## config.mk

```make
export PLATFORM = sky130hd
export DESIGN_NAME = sigmoid_interp
export DESIGN_NICKNAME = d
export VERILOG_FILES = /design/src/rtl/sigmoid_interp_pkg.sv /design/src/rtl/sigmoid_ctrl.sv /design/src/rtl/sigmoid_datapath.sv /design/src/rtl/sigmoid_interp.sv
export SDC_FILE = /design/constraint.sdc
export NUM_CORES = 1
export LEC_CHECK = 0
export CORE_MARGIN = 4
export CORE_UTILIZATION = 40
export CTS_CLUSTER_SIZE = 40
export DETAILED_ROUTE_END_ITERATION = 10
export GPL_TIMING_DRIVEN = 0
export PLACE_DENSITY = 0.64
export SLEW_MARGIN = 0
export SYNTH_ARGS = -nofsm -noshare
export SYNTH_HDL_FRONTEND = slang
export SYNTH_SLANG_ARGS = --single-unit
export TNS_END_PERCENT = 10
```

## constraint.sdc

```tcl
create_clock -name clk -period 15.6 [get_ports clk]
set_clock_uncertainty 0.2 [all_clocks]
set_input_delay 2.34 -clock clk [delete_from_list [all_inputs] [get_ports clk]]
set_output_delay 2.34 -clock clk [all_outputs]
set_load 0.02 [all_outputs]
```

## src/rtl/sigmoid_interp_pkg.sv

```systemverilog
package sigmoid_interp_pkg;

  typedef struct packed {
    logic foldEn;   // stage 1 captures the folded input
    logic lookEn;   // stage 2 captures table operands
    logic mixEn;    // stage 3 captures the interpolated result
  } stageStrobes_t;

  // logistic value at breakpoint idx, rounded to yexp fractional bits
  function automatic int sigEntry(int idx, int segShift, int xexp, int yexp);
    real x;
    real term;
    real ex;
    real s;
    x = real'(idx) * (2.0 ** (segShift - xexp));
    term = 1.0;
    ex = 1.0;
    for (int k = 1; k < 80; k++) begin
      term = term * x / real'(k);
      ex = ex + term;
    end
    s = ex / (1.0 + ex);
    return $rtoi(s * (2.0 ** yexp) + 0.5);
  endfunction

endpackage

```

## src/rtl/sigmoid_ctrl.sv

```systemverilog
module sigmoid_ctrl
  import sigmoid_interp_pkg::*;
(
  input  logic          clk,
  input  logic          rstN,
  input  logic          inValid,
  output stageStrobes_t strobes,
  output logic          outValid
);

  logic vld1;
  logic vld2;
  logic vld3;

  always_ff @(posedge clk or negedge rstN) begin
    if (!rstN) begin
      vld1 <= 1'b0;
      vld2 <= 1'b0;
      vld3 <= 1'b0;
    end else begin
      vld1 <= inValid;
      vld2 <= vld1;
      vld3 <= vld2;
    end
  end

  always_comb begin
    strobes.foldEn = inValid;
    strobes.lookEn = vld1;
    strobes.mixEn  = vld2;
  end

  assign outValid = vld3;

  // every accepted sample emerges after exactly three edges
  a_r2_latency: assert property (@(posedge clk) disable iff (!rstN)
    inValid |-> ##3 outValid);

endmodule

```

## src/rtl/sigmoid_datapath.sv

```systemverilog
module sigmoid_datapath
  import sigmoid_interp_pkg::*;
#(
  parameter int IN_W      = 16,
  parameter int XEXP      = 6,
  parameter int YEXP      = 12,
  parameter int ENTRIES   = 8,
  parameter int SEG_SHIFT = 6
) (
  input  logic                clk,
  input  logic                rstN,
  input  stageStrobes_t       strobes,
  input  logic [IN_W-1:0]     inX,
  output logic [YEXP:0]       outY
);

  localparam int OUT_W  = YEXP + 1;
  localparam int IDX_W  = (ENTRIES > 1) ? $clog2(ENTRIES) : 1;
  localparam int HI_W   = IN_W - SEG_SHIFT;
  localparam int PROD_W = OUT_W + SEG_SHIFT;
  localparam logic [OUT_W-1:0] ONE  = OUT_W'(1) << YEXP;
  localparam logic [OUT_W-1:0] HALF = OUT_W'(1) << (YEXP - 1);

  logic [OUT_W-1:0] lut [ENTRIES];

  for (genvar g = 0; g < ENTRIES; g++) begin : g_lut
    localparam logic [OUT_W-1:0] ENTRY = OUT_W'(sigEntry(g, SEG_SHIFT, XEXP, YEXP));
    assign lut[g] = ENTRY;
  end

  // stage 1: fold sign
  logic            negC;
  logic [IN_W-1:0] magC;
  logic            negS1;
  logic [IN_W-1:0] magS1;

  assign negC = inX[IN_W-1];
  assign magC = negC ? (~inX + 1'b1) : inX;

  always_ff @(posedge clk or negedge rstN) begin
    if (!rstN) begin
      negS1 <= 1'b0;
      magS1 <= '0;
    end else if (strobes.foldEn) begin
      negS1 <= negC;
      magS1 <= magC;
    end
  end

  // stage 2: segment lookup
  logic [HI_W-1:0]      hiPart;
  logic                 satC;
  logic [IDX_W-1:0]     idxSel;
  logic [IDX_W-1:0]     idxNext;
  logic [OUT_W-1:0]     baseC;
  logic [OUT_W-1:0]     diffC;
  logic [OUT_W-1:0]     baseS2;
  logic [OUT_W-1:0]     diffS2;
  logic [SEG_SHIFT-1:0] fracS2;
  logic                 negS2;
  logic                 satS2;

  assign hiPart  = magS1[IN_W-1:SEG_SHIFT];
  assign satC    = hiPart >= HI_W'(ENTRIES - 1);
  assign idxSel  = satC ? IDX_W'(ENTRIES - 1) : hiPart[IDX_W-1:0];
  assign idxNext = idxSel + 1'b1;
  assign baseC   = lut[idxSel];
  assign diffC   = satC ? '0 : (lut[idxNext] - lut[idxSel]);

  always_ff @(posedge clk or negedge rstN) begin
    if (!rstN) begin
      baseS2 <= '0;
      diffS2 <= '0;
      fracS2 <= '0;
      negS2  <= 1'b0;
      satS2  <= 1'b0;
    end else if (strobes.lookEn) begin
      baseS2 <= baseC;
      diffS2 <= diffC;
      fracS2 <= satC ? '0 : magS1[SEG_SHIFT-1:0];
      negS2  <= negS1;
      satS2  <= satC;
    end
  end

  // stage 3: interpolate and unfold
  logic [PROD_W-1:0] prod;
  logic [OUT_W-1:0]  posY;

  assign prod = PROD_W'(diffS2) * PROD_W'(fracS2);
  assign posY = baseS2 + OUT_W'(prod >> SEG_SHIFT);

  always_ff @(posedge clk or negedge rstN) begin
    if (!rstN) outY <= '0;
    else if (strobes.mixEn) outY <= negS2 ? (ONE - posY) : posY;
  end

  // empty slots never disturb the held result
  a_r8_hold: assert property (@(posedge clk) disable iff (!rstN)
    !strobes.mixEn |=> $stable(outY));

  // folded negative inputs land at or below one half
  a_r6_neg_low: assert property (@(posedge clk) disable iff (!rstN)
    (strobes.mixEn && negS2) |=> (outY <= HALF));

  // non-negative inputs land at or above one half
  a_r4_pos_high: assert property (@(posedge clk) disable iff (!rstN)
    (strobes.mixEn && !negS2) |=> (outY >= HALF));

  // saturated positive inputs give the last entry
  a_r7_sat_last: assert property (@(posedge clk) disable iff (!rstN)
    (strobes.mixEn && satS2 && !negS2) |=> (outY == lut[ENTRIES-1]));

endmodule

```

## src/rtl/sigmoid_interp.sv

```systemverilog
module sigmoid_interp
  import sigmoid_interp_pkg::*;
#(
  parameter int IN_W      = 16,
  parameter int XEXP      = 6,
  parameter int YEXP      = 12,
  parameter int ENTRIES   = 8,
  parameter int SEG_SHIFT = 6
) (
  input  logic            clk,
  input  logic            rstN,
  input  logic            inValid,
  input  logic [IN_W-1:0] inX,
  output logic            outValid,
  output logic [YEXP:0]   outY
);

  stageStrobes_t strobes;

  sigmoid_ctrl u_ctrl (
    .clk      (clk),
    .rstN     (rstN),
    .inValid  (inValid),
    .strobes  (strobes),
    .outValid (outValid)
  );

  sigmoid_datapath #(
    .IN_W      (IN_W),
    .XEXP      (XEXP),
    .YEXP      (YEXP),
    .ENTRIES   (ENTRIES),
    .SEG_SHIFT (SEG_SHIFT)
  ) u_dp (
    .clk     (clk),
    .rstN    (rstN),
    .strobes (strobes),
    .inX     (inX),
    .outY    (outY)
  );

endmodule

```

==> results.sh <==
export IMPL_cp_arrival_ns=7.30
export IMPL_worstPathRequired_ns=15.61
export IMPL_wl_per_cell_um=14.6
export IMPL_drv_slew=0
export IMPL_port_buffers=32
export IMPL_crit_path_max_fanout=10
export IMPL_wl_met1_mm=6.93
export IMPL_core_sq_um=15300
export IMPL_synth_edf_count=0
export IMPL_p_leak_nw=3.28
export IMPL_peakVddDrop_mv=0.0579
export IMPL_holdCritStartpoint="u_ctrl.vld2$_DFF_PN0_"
export IMPL_synthArstFlopShare=1.00
export IMPL_ys_ff_latch=64
export IMPL_std_cell_rows=45
export IMPL_die_w_um=133
export IMPL_dieHeight_um=133
export IMPL_worstMarginPinSlew_ns=0.821
export IMPL_grt_pass1_wl_mm=24.1
export IMPL_syn_num_nets=818
export IMPL_cts_htree_levels=3
export IMPL_top_layer="met4"
export IMPL_ff2ff_path_depth=26
export IMPL_powerDensity_nw_per_um2=64.9
export IMPL_min_period_over_period=0.467
export IMPL_final_setup_worst_slack_ns=8.31
export IMPL_synth_warnings=0
export IMPL_drive_above_1_share=0.0572
export IMPL_die_area_sq_um=17700
export IMPL_initial_core_util=0.410
export IMPL_routabilityCongestion=0.949
export IMPL_slew_headroom=0.453
export IMPL_numCtsBuffers=9
export IMPL_drt_iter0_markers=333
export IMPL_crit_buf_inv=3
export IMPL_rrSetupSlack_ns=8.31
export IMPL_hold_path_depth=0
export IMPL_cap_violations=0
export IMPL_syn_to_final_growth_pct=14.7
export IMPL_cpMostUsedCell="fa_1"
export IMPL_synth_yosys_seq_area_share=0.256
export IMPL_multi_input_area_sq_um=4220
export IMPL_fill_cells=1456
export IMPL_clkTransAtPathRegs_ns=0.06
export IMPL_stdcell_count=963
export IMPL_synth_area_per_cell_sq_um=8.91
export IMPL_pre_cts_slack_ns=8.31
export IMPL_dp_cells=947
export IMPL_clk_latency_ns=0.33
export IMPL_vias=4908
export IMPL_cts_tree="done"
export IMPL_cts_buffer_depth=2
export IMPL_grt_ovfl_total=0
export IMPL_cpPeakStageDelay_ns=0.55
export IMPL_synth_cells=703
export IMPL_period_minus_slack_ns=7.29
export IMPL_io_pins=33
export IMPL_dp_hpwl_mm=11.3
export IMPL_hold_buffers=0
export IMPL_fin_total_pwr_w=0.000466
export IMPL_rsz0062_at_grt="no"
export IMPL_syn_cell_area_sq_um=6260
export IMPL_ant_nets=0
export IMPL_final_seq_area_sq_um=1600
export IMPL_fin_tns_setup_ns=0
export IMPL_setup_viol=0
export IMPL_hold_class="register to register"
export IMPL_ys_flop_type="dfrtp_1"
export IMPL_final_util=0.471
export IMPL_worstHoldEndpoint="u_ctrl.outValid$_DFF_PN0_"
export IMPL_first_pass_iters=5
export IMPL_hold_violations=0
export IMPL_totalWireLength_mm=14.0
export IMPL_status="finished, final reports clean"
export IMPL_grt_max_degree=36
export IMPL_crit_type="register to register"
export IMPL_grtUsageTotal=0.164
export IMPL_grt_pass1_vias=5067
export IMPL_cp_end_kind="register"
export IMPL_cts_resized=0
export IMPL_start_kind="register"
export IMPL_critPathSlowestCell="or4_4"
export IMPL_antenna_found_initial=0
export IMPL_critPathTopFamily="simple AND/OR/NAND/NOR gates"
export IMPL_met3_length_um=274
export IMPL_timing_rr_end="u_dp.outY[12]$_DFFE_PN0P_"
export IMPL_wl_met2_mm=6.61
export IMPL_nets=862
export IMPL_viasPerCell=5.10
export IMPL_drc_errors=0
export IMPL_synth_cell_types=66
export IMPL_post_cts_buffers=0
export IMPL_clockRootBuffer="clkbuf_16"
export IMPL_timing_rr_start="u_dp.fracS2[1]$_DFFE_PN0P_"
export IMPL_max_freq_ghz=0.137
export IMPL_clkSinkCount=64
export IMPL_n_antenna_cell=0
-- cells by family (layout without fill, tap and decap cells) --
group | count (synthesis) | in the layout | synth area share
buffers and inverters | 111 | 160 | 0.0695
and+or+nand+nor | 230 | 230 | 0.187
muxes | 10 | 10 | 0.0174
adders and majority gates | 96 | 96 | 0.247
AOI/OAI and AO/OA | 141 | 141 | 0.150
xor gates and xnor gates | 51 | 51 | 0.0725
DFF | 64 | 64 | 0.256
-- layout by cell type, fill, tap and decap left out, types with 25 or more instances in the layout --
cell type / n
inv_1: 84
nor2_1: 59
xor2_1: 29
and2_1: 59
a21oi_1: 44
ha_1: 50
fa_1: 46
clkdlybuf4s50_1: 31
o21ai_0: 25
dfrtp_1: 64
nand2_1: 51
-- metrics by stage --
stage	hold WS [ns]	area [sq um]
after floorplan	0.174	6260
after global placement	0.194	6850
after detailed placement	0.185	6860
after CTS	0.202	7180
after global routing	0.209	7180
final	0.201	7180
-- report_power, final --
part / switching [W] / total, W / internal [W]
Clock: 0.0000780 / 0.000218 / 0.000140
Combinational: 0.0000367 / 0.0000647 / 0.0000280
Sequential: 0.00000668 / 0.000183 / 0.000177
Total: 0.000121 / 0.000466 / 0.000344
-- cell usage after synthesis (8+ instances only) --
cell type,instances,area share
and2_1,59,0.059
xnor2_1,21,0.029
nor2_1,59,0.035
o21ai_0,25,0.020
dfrtp_1,64,0.26
nand2_1,51,0.031
or3_1,11,0.011
nand2b_1,8,0.0080
ha_1,50,0.10
clkbuf_1,22,0.013
a21oi_1,44,0.035
xor2_1,29,0.041
nand3_1,9,0.0072
inv_1,84,0.050
a22o_1,14,0.020
fa_1,46,0.15
-- state kept, by name, summed over array words and instances (netlist names) --
register	count
u_dp.negS1	1
u_dp.magS1	16
u_dp.diffS2	13
u_dp.baseS2	11
u_ctrl.vld1	1
u_dp.fracS2	6
u_ctrl.vld2	1
u_dp.negS2	1
u_dp.outY	13
u_ctrl.outValid	1
-- routing by layer --
layer | track usage | up-vias
li1 | - | 2430
met1 | 0.229 | 2406
met2 | 0.268 | 54
met3 | 0.0211 | 18
met4 | 0.0474 | 0
met5 | 0 | -
-- worst max path at each step --
stage          cells after the start                        end                  startpoint
2_1_floorplan                     25  u_dp.outY[12]$_DFFE_PN0P_  u_dp.fracS2[2]$_DFFE_PN0P_
3_3_place_gp                      25  u_dp.outY[12]$_DFFE_PN0P_  u_dp.fracS2[2]$_DFFE_PN0P_
3_5_place_dp                      26  u_dp.outY[12]$_DFFE_PN0P_  u_dp.fracS2[2]$_DFFE_PN0P_
4_1_cts                           26  u_dp.outY[12]$_DFFE_PN0P_  u_dp.fracS2[2]$_DFFE_PN0P_
5_1_grt                           25  u_dp.outY[12]$_DFFE_PN0P_  u_dp.fracS2[5]$_DFFE_PN0P_
6_report                          26  u_dp.outY[12]$_DFFE_PN0P_  u_dp.fracS2[1]$_DFFE_PN0P_
-- worst reg2reg max path: cells and delay by family (launching register included) --
| kind | cells | cell delay, ns |
|---|---|---|
| AO/OA/AOI/OAI | 6 | 1.54 |
| XOR/XNOR | 2 | 0.27 |
| adder cells (fa/ha/maj) | 5 | 1.95 |
| buffers and inverters | 3 | 0.47 |
| flip-flops | 1 | 0.41 |
| AND/OR/NAND/NOR | 10 | 2.33 |
-- cell type report --
type,count,area share
sequential,64,0.223
tap,211,0.0368
multi-input combinational,528,0.588
buffer,26,0.0162
timing repair buffer,33,0.0467
inverter,85,0.0444
clock inverter,7,0.0134
clock buffer,9,0.0314
Power figures use the tool's default switching activity.
